<file path="config.mk">
export PLATFORM = sky130hd
export DESIGN_NAME = bus_fault_probe
export DESIGN_NICKNAME = d
export VERILOG_FILES = /design/src/rtl/bfc_pkg.sv /design/src/rtl/bfc_expect.sv /design/src/rtl/bfc_classify.sv /design/src/rtl/bfc_counters.sv /design/src/rtl/bus_fault_probe.sv
export SDC_FILE = /design/constraint.sdc
export NUM_CORES = 1
export LEC_CHECK = 0
export BUFFER_PORTS_ARGS = -buffer_cell sky130_fd_sc_hd__buf_2
export CORE_MARGIN = 1.5
export CORE_UTILIZATION = 52
export CTS_CLUSTER_DIAMETER = 100
export CTS_CLUSTER_SIZE = 14
export DETAILED_ROUTE_END_ITERATION = 16
export PLACE_DENSITY = 0.77
export SYNTH_ARGS = -nofsm -noshare
export SYNTH_HDL_FRONTEND = slang
export SYNTH_SLANG_ARGS = --single-unit
</file>
<file path="constraint.sdc">
create_clock -name clk -period 20.9 [get_ports clk]
set_clock_uncertainty 0.1 [all_clocks]
set_input_delay 4.18 -clock clk [delete_from_list [all_inputs] [get_ports clk]]
set_output_delay 4.18 -clock clk [all_outputs]
set_load 0.005 [all_outputs]
</file>
<file path="src/rtl/bfc_pkg.sv">
package bfc_pkg;

   localparam int BFC_MAX_ADDR_W = 22;
   localparam int BFC_RING_LEN   = 6;
   localparam int BFC_NUM_CNT    = 5;

   typedef enum logic [2:0] {
      CLS_NONE   = 3'd0,
      CLS_DATA   = 3'd1,
      CLS_ADDR   = 3'd2,
      CLS_DOUBLE = 3'd3,
      CLS_UNEXPL = 3'd4
   } bfc_class_e;

   // Byte naming address pin k; pairwise >= 2 bits apart, >= 3 bits from 00/FF
   function automatic logic [7:0] bfc_pin_code(input int k);
      case (k)
         0:  return 8'h07;
         1:  return 8'h0B;
         2:  return 8'h0D;
         3:  return 8'h0E;
         4:  return 8'h16;
         5:  return 8'h1A;
         6:  return 8'h1C;
         7:  return 8'h1F;
         8:  return 8'h25;
         9:  return 8'h29;
         10: return 8'h2C;
         11: return 8'h2F;
         12: return 8'h34;
         13: return 8'h38;
         14: return 8'h3D;
         15: return 8'h3E;
         16: return 8'h43;
         17: return 8'h49;
         18: return 8'h4A;
         19: return 8'h4F;
         20: return 8'h52;
         21: return 8'h58;
         default: return 8'h00;
      endcase
   endfunction

   // Filler bytes for all locations away from the probes
   function automatic logic [7:0] bfc_ring_byte(input int idx);
      case (idx)
         0: return 8'h33;
         1: return 8'h55;
         2: return 8'h66;
         3: return 8'h99;
         4: return 8'hAA;
         5: return 8'hCC;
         default: return 8'h00;
      endcase
   endfunction

endpackage

</file>
<file path="src/rtl/bfc_expect.sv">
module bfc_expect
   import bfc_pkg::*;
#(
   parameter int ADDR_W = 22,
   parameter int DATA_W = 8
) (
   input  logic [ADDR_W-1:0] addr,
   output logic [DATA_W-1:0] data
);

   localparam int ONES_W = $clog2(ADDR_W + 1);
   localparam int IDX_W  = $clog2(ADDR_W);

   logic [ONES_W-1:0] ones;
   logic [IDX_W-1:0]  set_idx;
   logic [IDX_W-1:0]  clr_idx;

   always_comb begin
      ones    = '0;
      set_idx = '0;
      clr_idx = '0;
      for (int i = 0; i < ADDR_W; i++) begin
         if (addr[i]) begin
            ones    = ones + ONES_W'(1);
            set_idx = IDX_W'(i);
         end else begin
            clr_idx = IDX_W'(i);
         end
      end
   end

   always_comb begin
      if (ones == '0) begin
         data = '1;
      end else if (ones == ONES_W'(ADDR_W)) begin
         data = '0;
      end else if (ones == ONES_W'(1)) begin
         data = DATA_W'(bfc_pin_code(int'(set_idx)));
      end else if (ones == ONES_W'(ADDR_W - 1)) begin
         data = DATA_W'(bfc_pin_code(int'(clr_idx)));
      end else begin
         data = DATA_W'(bfc_ring_byte(int'(ones) % BFC_RING_LEN));
      end
   end

endmodule

</file>
<file path="src/rtl/bfc_classify.sv">
module bfc_classify
   import bfc_pkg::*;
#(
   parameter int ADDR_W = 22,
   parameter int DATA_W = 8,
   parameter int PIN_W  = 5
) (
   input  logic [DATA_W-1:0] exp_byte,
   input  logic [DATA_W-1:0] act_byte,
   output bfc_class_e        cls,
   output logic [PIN_W-1:0]  pin
);

   localparam int NDIFF_W = $clog2(DATA_W + 1);

   logic [ADDR_W-1:0]  code_hit;
   logic [DATA_W-1:0]  diff;
   logic [NDIFF_W-1:0] ndiff;
   logic [PIN_W-1:0]   hit_idx;
   logic [PIN_W-1:0]   bit_idx;

   for (genvar g = 0; g < ADDR_W; g++) begin : g_code
      assign code_hit[g] = (act_byte == DATA_W'(bfc_pin_code(g)));
   end

   assign diff = exp_byte ^ act_byte;

   always_comb begin
      hit_idx = '0;
      for (int i = ADDR_W - 1; i >= 0; i--) begin
         if (code_hit[i]) hit_idx = PIN_W'(i);
      end
   end

   always_comb begin
      ndiff   = '0;
      bit_idx = '0;
      for (int i = 0; i < DATA_W; i++) begin
         if (diff[i]) begin
            ndiff   = ndiff + NDIFF_W'(1);
            bit_idx = PIN_W'(i);
         end
      end
   end

   always_comb begin
      cls = CLS_NONE;
      pin = '0;
      if (diff == '0) begin
         cls = CLS_NONE;
      end else if (|code_hit) begin
         cls = CLS_ADDR;
         pin = hit_idx;
      end else if (ndiff == NDIFF_W'(1)) begin
         cls = CLS_DATA;
         pin = bit_idx;
      end else if (ndiff == NDIFF_W'(2)) begin
         cls = CLS_DOUBLE;
      end else begin
         cls = CLS_UNEXPL;
      end
   end

endmodule

</file>
<file path="src/rtl/bfc_counters.sv">
module bfc_counters #(
   parameter int N     = 5,
   parameter int CNT_W = 16
) (
   input  logic                      clk,
   input  logic                      rst,
   input  logic                      clr,
   input  logic [N-1:0]              inc,
   output logic [N-1:0][CNT_W-1:0]   cnt
);

   for (genvar g = 0; g < N; g++) begin : g_cnt
      logic [CNT_W-1:0] q;
      always_ff @(posedge clk) begin
         if (rst || clr) begin
            q <= '0;
         end else if (inc[g]) begin
            q <= q + CNT_W'(1);
         end
      end
      assign cnt[g] = q;
   end

endmodule

</file>
<file path="src/rtl/bus_fault_probe.sv">
module bus_fault_probe
   import bfc_pkg::*;
#(
   parameter int  ADDR_W = 22,
   parameter int  DATA_W = 8,
   parameter int  CNT_W  = 16,
   localparam int PIN_W  = (ADDR_W > 8) ? $clog2(ADDR_W) : 3
) (
   input  logic              clk,
   input  logic              rst,
   input  logic              start,
   input  logic              run_en,
   output logic              mem_req,
   output logic [ADDR_W-1:0] mem_addr,
   input  logic              mem_rvalid,
   input  logic [DATA_W-1:0] mem_rdata,
   output logic              res_valid,
   input  logic              res_ready,
   output logic [ADDR_W-1:0] res_addr,
   output logic [DATA_W-1:0] res_exp,
   output logic [DATA_W-1:0] res_act,
   output logic [2:0]        res_class,
   output logic [PIN_W-1:0]  res_pin,
   input  logic [ADDR_W-1:0] q_addr,
   output logic [DATA_W-1:0] q_data,
   output logic [CNT_W-1:0]  cnt_reads,
   output logic [CNT_W-1:0]  cnt_data,
   output logic [CNT_W-1:0]  cnt_addr,
   output logic [CNT_W-1:0]  cnt_double,
   output logic [CNT_W-1:0]  cnt_unexpl
);

   localparam logic [ADDR_W-1:0] TOP_ADDR = '1;
   localparam logic [ADDR_W-1:0] BOT_ADDR = '0;

   if (ADDR_W < 3 || ADDR_W > BFC_MAX_ADDR_W) begin : g_bad_addr_w
      $error("bus_fault_probe: ADDR_W must lie in 3..22");
   end
   if (DATA_W != 8) begin : g_bad_data_w
      $error("bus_fault_probe: pin codes need an 8-bit data path");
   end
   if (CNT_W < 2) begin : g_bad_cnt_w
      $error("bus_fault_probe: CNT_W too small");
   end

   logic              phase_q;
   logic              busy_q;
   logic              req_q;
   logic [ADDR_W-1:0] req_addr_q;
   logic              issue;
   logic              take;

   logic [DATA_W-1:0] fly_exp;
   bfc_class_e        fly_cls;
   logic [PIN_W-1:0]  fly_pin;

   logic              rv_q;
   logic [ADDR_W-1:0] ra_q;
   logic [DATA_W-1:0] re_q;
   logic [DATA_W-1:0] rx_q;
   bfc_class_e        rc_q;
   logic [PIN_W-1:0]  rp_q;

   logic [BFC_NUM_CNT-1:0]            cnt_inc;
   logic [BFC_NUM_CNT-1:0][CNT_W-1:0] cnt_all;

   assign issue = run_en && !busy_q && !rv_q && !start;
   assign take  = mem_rvalid && busy_q;

   // Read sequencer
   always_ff @(posedge clk) begin
      if (rst) begin
         phase_q    <= 1'b0;
         busy_q     <= 1'b0;
         req_q      <= 1'b0;
         req_addr_q <= '0;
      end else begin
         req_q <= issue;
         if (issue) begin
            req_addr_q <= phase_q ? TOP_ADDR : BOT_ADDR;
            busy_q     <= 1'b1;
            phase_q    <= !phase_q;
         end else if (take) begin
            busy_q <= 1'b0;
         end
         if (start) begin
            phase_q <= 1'b0;
         end
      end
   end

   assign mem_req  = req_q;
   assign mem_addr = req_addr_q;

   // Expected byte for the read in flight, and for the lookup port
   bfc_expect #(.ADDR_W(ADDR_W), .DATA_W(DATA_W)) u_exp_fly (
      .addr (req_addr_q),
      .data (fly_exp)
   );

   bfc_expect #(.ADDR_W(ADDR_W), .DATA_W(DATA_W)) u_exp_look (
      .addr (q_addr),
      .data (q_data)
   );

   bfc_classify #(.ADDR_W(ADDR_W), .DATA_W(DATA_W), .PIN_W(PIN_W)) u_cls (
      .exp_byte (fly_exp),
      .act_byte (mem_rdata),
      .cls      (fly_cls),
      .pin      (fly_pin)
   );

   // Result holding register
   always_ff @(posedge clk) begin
      if (rst) begin
         rv_q <= 1'b0;
         ra_q <= '0;
         re_q <= '0;
         rx_q <= '0;
         rc_q <= CLS_NONE;
         rp_q <= '0;
      end else if (start) begin
         rv_q <= 1'b0;
      end else if (take && fly_cls != CLS_NONE) begin
         rv_q <= 1'b1;
         ra_q <= req_addr_q;
         re_q <= fly_exp;
         rx_q <= mem_rdata;
         rc_q <= fly_cls;
         rp_q <= fly_pin;
      end else if (rv_q && res_ready) begin
         rv_q <= 1'b0;
      end
   end

   assign res_valid = rv_q;
   assign res_addr  = ra_q;
   assign res_exp   = re_q;
   assign res_act   = rx_q;
   assign res_class = rc_q;
   assign res_pin   = rp_q;

   // Statistics
   assign cnt_inc[0] = take;
   assign cnt_inc[1] = take && (fly_cls == CLS_DATA);
   assign cnt_inc[2] = take && (fly_cls == CLS_ADDR);
   assign cnt_inc[3] = take && (fly_cls == CLS_DOUBLE);
   assign cnt_inc[4] = take && (fly_cls == CLS_UNEXPL);

   bfc_counters #(.N(BFC_NUM_CNT), .CNT_W(CNT_W)) u_cnt (
      .clk (clk),
      .rst (rst),
      .clr (start),
      .inc (cnt_inc),
      .cnt (cnt_all)
   );

   assign cnt_reads  = cnt_all[0];
   assign cnt_data   = cnt_all[1];
   assign cnt_addr   = cnt_all[2];
   assign cnt_double = cnt_all[3];
   assign cnt_unexpl = cnt_all[4];

endmodule

</file>
==> results of run 1 <==
[routing by layer]
layer / vias to the layer above / track usage / part of all wire
li1: 4932 / - / -
met1: 4641 / 0.3315 / 0.43
met2: 377 / 0.4429 / 0.48
met3: 84 / 0.03902 / 0.055
met4: 0 / 0.09156 / 0.035
met5: - / 0 / 0
[cell usage in the layout, fill, tap and decap left out, types with 57 or more instances in the layout]
cell     instances
buf_2          191
nor2_1         161
nand2_1        130
buf_4          127
dfxtp_1        103
xor2_1          73
xnor2_1         72
a21oi_1         70
nand3_1         59
o21ai_0         57
[logic make-up (layout without fill, tap and decap cells)]
kind of cell               Yosys count  after routing  synth area share
xor gates and xnor gates           168            168            0.1822
AOI/OAI and AO/OA                  253            253            0.1676
DFF                                103            103            0.2143
adders and majority gates           38             38           0.04889
muxes                               28             28           0.03134
and+or+nand+nor                    546            546            0.2740
buffers and inverters              154            379           0.08166
[worst max-delay path: cells and delay by family]
kind | cells | cell delay, ns
and+or+nand+nor | 21 | 2.56
AOI/OAI and AO/OA | 7 | 1.10
xor gates and xnor gates | 4 | 1.37
buffers and inverters | 39 | 4.68
muxes | 2 | 0.46
adders and majority gates | 10 | 2.81
[registers in the layout, indices dropped and copies added, names as in the netlist, 3 cells and up]
signal,flops
u_cnt.g_cnt.q,80
res_class,3
res_pin,5
res_act,8
[per-stage QoR]
step,setup WS (ns),hold WS (ns)
after global routing,-0.9993,0.3677
final,-0.6054,0.3516
after global placement,-0.1082,0.3410
after CTS,-0.1709,0.3535
after detailed placement,-0.5969,0.3448
after floorplan,0.005484,0.3444
[how the worst max path moves through the flow]
stage | end | cells after the start | start | slack (ns)
finish | q_data[0] | 83 | q_addr[0] | -0.61
global route | q_data[5] | 82 | q_addr[0] | -1.0
CTS | q_data[3] | 79 | q_addr[1] | -0.17
detailed placement | q_data[0] | 80 | q_addr[0] | -0.60
global placement | q_data[0] | 80 | q_addr[0] | -0.11
floorplan | q_data[3] | 78 | q_addr[0] | 0.005
[cell type report]
type | instances | area [sq um] | area share
clock buffers | 10 | 239.0 | 0.02003
clock inverters | 6 | 47.55 | 0.003985
inverters | 41 | 156.4 | 0.01311
multi-input cells | 1033 | 7181 | 0.6019
flip-flops and latches | 103 | 2062 | 0.1728
well taps | 229 | 286.5 | 0.02402
repair buffers | 322 | 1958 | 0.1641
[repair_timing]
action,CTS,global route
cloned,0,0
gates resized for setup,38,28
pin swaps,29,26
setup endpoints to repair,8,8
buffers inserted,73,17
==> metrics.md, run 1 <==
| Metric | Value |
|---|---|
| DIE AREA | 19330 sq um |
| Yosys reg bits | 103 |
| Height of the die | 139.0 um |
| Failing checks | negative setup slack |
| Crit path top cell by count | buf_4 |
| CP max-delay cell | xnor3_1 |
| Setup CP Type | input port to output port |
| Most numerous cell in the Yosys netlist | nor2_1 |
| Global-route wire length before repair | 42880 um |
| Post-route insts no fill | 1744 |
| Post-synth EDFFs | 0 |
| Final Cell Area | 11930 sq um |
| Fraction of registers with async set/reset | 0 |
| Mapped Cells | 1290 |
| Initial Util | 0.5338 |
| Clock sinks | 103 |
| Setup TNS | -4.471 ns |
| Port bufs | 193 |
| Sequential area share after synthesis | 0.2143 |
| Hold-fix buffers, CTS | 0 |
| GRT Total Usage | 0.2589 |
| Fmax | 46.50 MHz |
| TritonRoute pass-1 iters | 5 |
| R2R setup slack | 14.47 ns |
| Critical path arrival | 17.23 ns |
| Post-Syn Nets | 1362 |
| DRC viols | 0 |
| Synth cell count leaders | 166 x nor2_1, 141 x nand2_1, 103 x dfxtp_1 |
| Placed insts | 1638 |
| Worst Setup End Kind | output port |
| Worst stage delay on the critical path | 0.55 ns |
| Vias in the first global route | 8937 |
| Final slew viol count | 0 |
| Layout cells sized above 1 | 0.2865 |
| Clk buf depth | 2 |
| Final Hold Viols | 0 |
| Starting DRT DRC Count | 717 |
| H-tree Lvls | 3 |
| Crit path max fanout | 5 |
| Final min period | 21.51 ns |
| Post-synth cell types | 85 |
| Top post-synthesis cells by area | dfxtp_1 21%, xnor2_1 6.7%, xor2_1 6.7% |
| Reg-to-Reg Start | mem_addr[20]$_SDFFE_PP0P_ |
| Top FF cell, synth | dfxtp_1 |
| ANT nets after route | 0 |
| Filler cells | 1467 |
| CTS root buf | clkbuf_16 |
| DP HPWL | 17430 um |
| Largest net degree at the start of global routing | 54 |
| Crit path launch type | input port |
| Slew Limit Headroom | 0.3471 |
| N_diodes | 0 |
| Area leader, netlist | dfxtp_1 |
| Worst Hold Path Cells | 2 |
| Gr ovfl total | 0 |
| R2R Path End | u_cnt.g_cnt[3].q[12]$_SDFFE_PP0P_ |
| Antenna violations before repair | 0 |
| Area Growth Syn to Fin | 23.99% |
| Setup ws final | -0.6054 ns |
| Yosys warns | 0 |
| DR vias | 10030 |
| Avg Inst Size Synth | 7.459 sq um |
| RSZ-0062 raised after global routing | true |
| Core Area | 18020 sq um |
| Die width | 139.0 um |
| Reg clk slew, reported paths | 0.06 ns |
| Post-layout net count | 1582 |
| WL final | 26350 um |
| Worst slew pin tran | 0.9658 ns |
| Max_cap viols | 0 |
| CTS tree | yes |
| IO Pins | 194 |
| GP Congestion | 0.9271 |
| Final period util | 1.029 |
| # setup viols final | 8 |
| DR vias/cell | 5.753 |
| Sink of the worst hold path | res_class[2]$_SDFFE_PP0P_ |
| Yosys top cell area share | 0.2143 |
| Status | complete, but fails checks |
| Clock Latency Late Sink | 0.34 ns |
| Placed instance area | 10640 sq um |
| Mapped cell area | 9622 sq um |
| Routed len/inst | 15.11 um |
| TritonCTS Buffers | 9 |
| Hold crit path type | register to register |
| WP data required | 16.62 ns |
| Hold_sp | res_class[2]$_SDFFE_PP0P_ |
| Num rows | 49 |
| Final core occ | 0.6619 |
| Reg2Reg Depth | 23 |
Power of run 1 is left out: the tool's default activity adds up to more than one toggle a clock period on the data nets, which glitch-free logic cannot reach.
==> inputs of run 2 (changes only) <==
--- a/config.mk
+++ b/config.mk
@@ -7,11 +7,12 @@
 export LEC_CHECK = 0
 export BUFFER_PORTS_ARGS = -buffer_cell sky130_fd_sc_hd__buf_2
 export CORE_MARGIN = 1.5
-export CORE_UTILIZATION = 52
+export CORE_UTILIZATION = 57
 export CTS_CLUSTER_DIAMETER = 100
 export CTS_CLUSTER_SIZE = 14
 export DETAILED_ROUTE_END_ITERATION = 16
-export PLACE_DENSITY = 0.77
+export GPL_TIMING_DRIVEN = 0
+export PLACE_DENSITY = 0.8
 export SYNTH_ARGS = -nofsm -noshare
 export SYNTH_HDL_FRONTEND = slang
 export SYNTH_SLANG_ARGS = --single-unit
==> constraint.sdc (replaced) <==
create_clock -name clk -period 23.2 [get_ports clk]
set_clock_uncertainty 0.1 [all_clocks]
set_input_delay 4.64 -clock clk [delete_from_list [all_inputs] [get_ports clk]]
set_output_delay 4.64 -clock clk [all_outputs]
set_load 0.005 [all_outputs]
==> run 2 against run 1 <==
  * Non-clock buffer count is the same
  * Core utilization increased by 3.8 points
  * Critical endpoint is now q_data[2]
  * Setup slack better by 0.96 ns
  * Register-to-register slack better by 0.32 ns
  * Largest cell class unchanged
  * Worst hold slack better by 0.0085 ns
  * The run now ends clean
==> metrics.md, run 2 (synthesis gave the netlist of run 1 again) <==
| Metric | Value |
|---|---|
| Status | finished clean (was complete, but fails checks) |
| GRT Total Usage | 0.2744 (was 0.2589) |
| Core Area | 16520 sq um (was 18020 sq um) |
| DP HPWL | 19250 um (was 17430 um) |
| Final slew viol count | 0 (unchanged) |
| DR vias | 9920 (was 10030) |
| Layout cells sized above 1 | 0.2370 (was 0.2865) |
| Height of the die | 132.9 um (was 139.0 um) |
| Biggest register | u_cnt.g_cnt.q (unchanged) |
| Final min period | 22.84 ns |
| Slew Limit Headroom | 0.2561 (was 0.3471) |
| DIE AREA | 17670 sq um (was 19330 sq um) |
| TritonCTS Buffers | 9 (unchanged) |
| # setup viols final | 0 (was 8) |
| CTS tree | yes (unchanged) |
| Setup TNS | 0 ns (was -4.471 ns) |
| Critical path arrival | 18.10 ns (was 17.23 ns) |
| Port bufs | 186 (was 193) |
| Clk buf depth | 2 (unchanged) |
| Num rows | 47 (was 49) |
| IO Pins | 194 (unchanged) |
| Starting DRT DRC Count | 530 (was 717) |
| Vias in the first global route | 8893 (was 8937) |
| Die width | 132.9 um (was 139.0 um) |
| Worst slew pin tran | 1.106 ns (was 0.9658 ns) |
| Final Hold Viols | 0 (unchanged) |
| DRC viols | 0 (unchanged) |
| Hold crit path type | register to register (unchanged) |
| Crit path launch type | input port (unchanged) |
| WL final | 25500 um (was 26350 um) |
| CP max-delay cell | ha_2 (was xnor3_1) |
| Most common cell after layout, fill and taps aside | buf_2 (unchanged) |
| GP Congestion | 0.8971 (was 0.9271) |
| Gr ovfl total | 0 (unchanged) |
| Fmax | 43.78 MHz |
| N_diodes | 0 (unchanged) |
| Crit path top cell by count | ha_1 (was buf_4) |
| Routed len/inst | 14.70 um (was 15.11 um) |
| Max_cap viols | 0 (unchanged) |
| H-tree Lvls | 3 (unchanged) |
| Largest net degree at the start of global routing | 25 (was 54) |
| ANT nets after route | 0 (unchanged) |
| DR vias/cell | 5.718 (was 5.753) |
| Reg clk slew, reported paths | 0.07 ns (was 0.06 ns) |
| TritonRoute pass-1 iters | 5 (unchanged) |
| Final core occ | 0.6996 (was 0.6619) |
| Worst Setup End Kind | output port (unchanged) |
| WP data required | 18.46 ns (was 16.62 ns) |
| Setup CP Type | input port to output port (unchanged) |
| Global-route wire length before repair | 41030 um (was 42880 um) |
| Worst stage delay on the critical path | 0.36 ns (was 0.55 ns) |
| Initial Util | 0.5823 (was 0.5338) |
| Largest register FFs | 80 (unchanged) |
| Crit path max fanout | 10 (was 5) |
| Area Growth Syn to Fin | 20.14% (was 23.99%) |
| Clock sinks | 103 (unchanged) |
| Most frequent cells in the layout | 190 x buf_2, 163 x nor2_1, 134 x nand2_1 (was 191 x buf_2, 161 x nor2_1, 130 x nand2_1) |
| Post-layout net count | 1582 (unchanged) |
| Final period util | 0.9846 |
| CTS root buf | clkbuf_16 (unchanged) |
| Antenna violations before repair | 0 (unchanged) |
| Clock Latency Late Sink | 0.35 ns (was 0.34 ns) |
[run 2: path summary, 6_finish.rpt]
kind                                      endpoint                      start  slack, ns  cells past startpoint
hold reg to reg            res_act[0]$_SDFFE_PP0P_    res_act[0]$_SDFFE_PP0P_       0.36                      2
hold / removal             res_act[0]$_SDFFE_PP0P_    res_act[0]$_SDFFE_PP0P_       0.36                      2
setup / recovery                         q_data[2]                  q_addr[1]       0.36                     80
setup reg to reg  u_cnt.g_cnt[1].q[8]$_SDFFE_PP0P_  mem_addr[20]$_SDFFE_PP0P_      14.79                     26
[run 2: what timing repair did]
item                                    4_1_cts  5_1_grt
pin swaps                                     7       14
resized for setup                            28       28
setup buffers                                 7       16
endpoints found under the setup margin        8        8
hold buffers                                  0        0
[run 2: area by class of cell]
type	count	area [sq um]
plain buffers	113	631.9
clock buffers	10	229.0
clock inverters	6	56.30
fillers	1380	4965
inverters	41	153.9
multi-input cells	1033	7048
flip-flops and latches	103	2062
well taps	220	275.3
repair buffers	209	1104
[run 2: layer usage]
layer | GRT usage | part of all wire | routed length [um]
met5 | 0 | 0 | 0
met4 | 0.09768 | 0.026 | 673
met3 | 0.04406 | 0.058 | 1467
met2 | 0.4693 | 0.48 | 12140
met1 | 0.3493 | 0.44 | 11220
[run 2: worst max-delay path, delay by kind of cell]
| kind | cells | cell delay, ns |
|---|---|---|
| AO/OA/AOI/OAI | 17 | 2.42 |
| adder cells (fa/ha/maj) | 21 | 5.73 |
| multiplexers | 3 | 0.53 |
| buffers and inverters | 6 | 0.65 |
| XOR/XNOR | 3 | 0.65 |
| AND/OR/NAND/NOR | 30 | 3.46 |
[run 2: per-stage QoR]
| stage | cell area [sq um] | cells | hold WS, ns | setup slack, ns |
|---|---|---|---|---|
| 3_3_place_gp | 10830 | 1696 | 0.3419 | -0.9150 |
| 4_1_cts | 11290 | 1719 | 0.3637 | 0.01403 |
| 3_5_place_dp | 10830 | 1696 | 0.3475 | -1.233 |
| 2_1_floorplan | 9622 | 1290 | 0.3444 | 0.5808 |
| 5_1_grt | 11560 | 1735 | 0.3855 | -0.2228 |
| 6_report | 11560 | 1735 | 0.3601 | 0.3562 |
Power of run 2 is left out for the same reason.
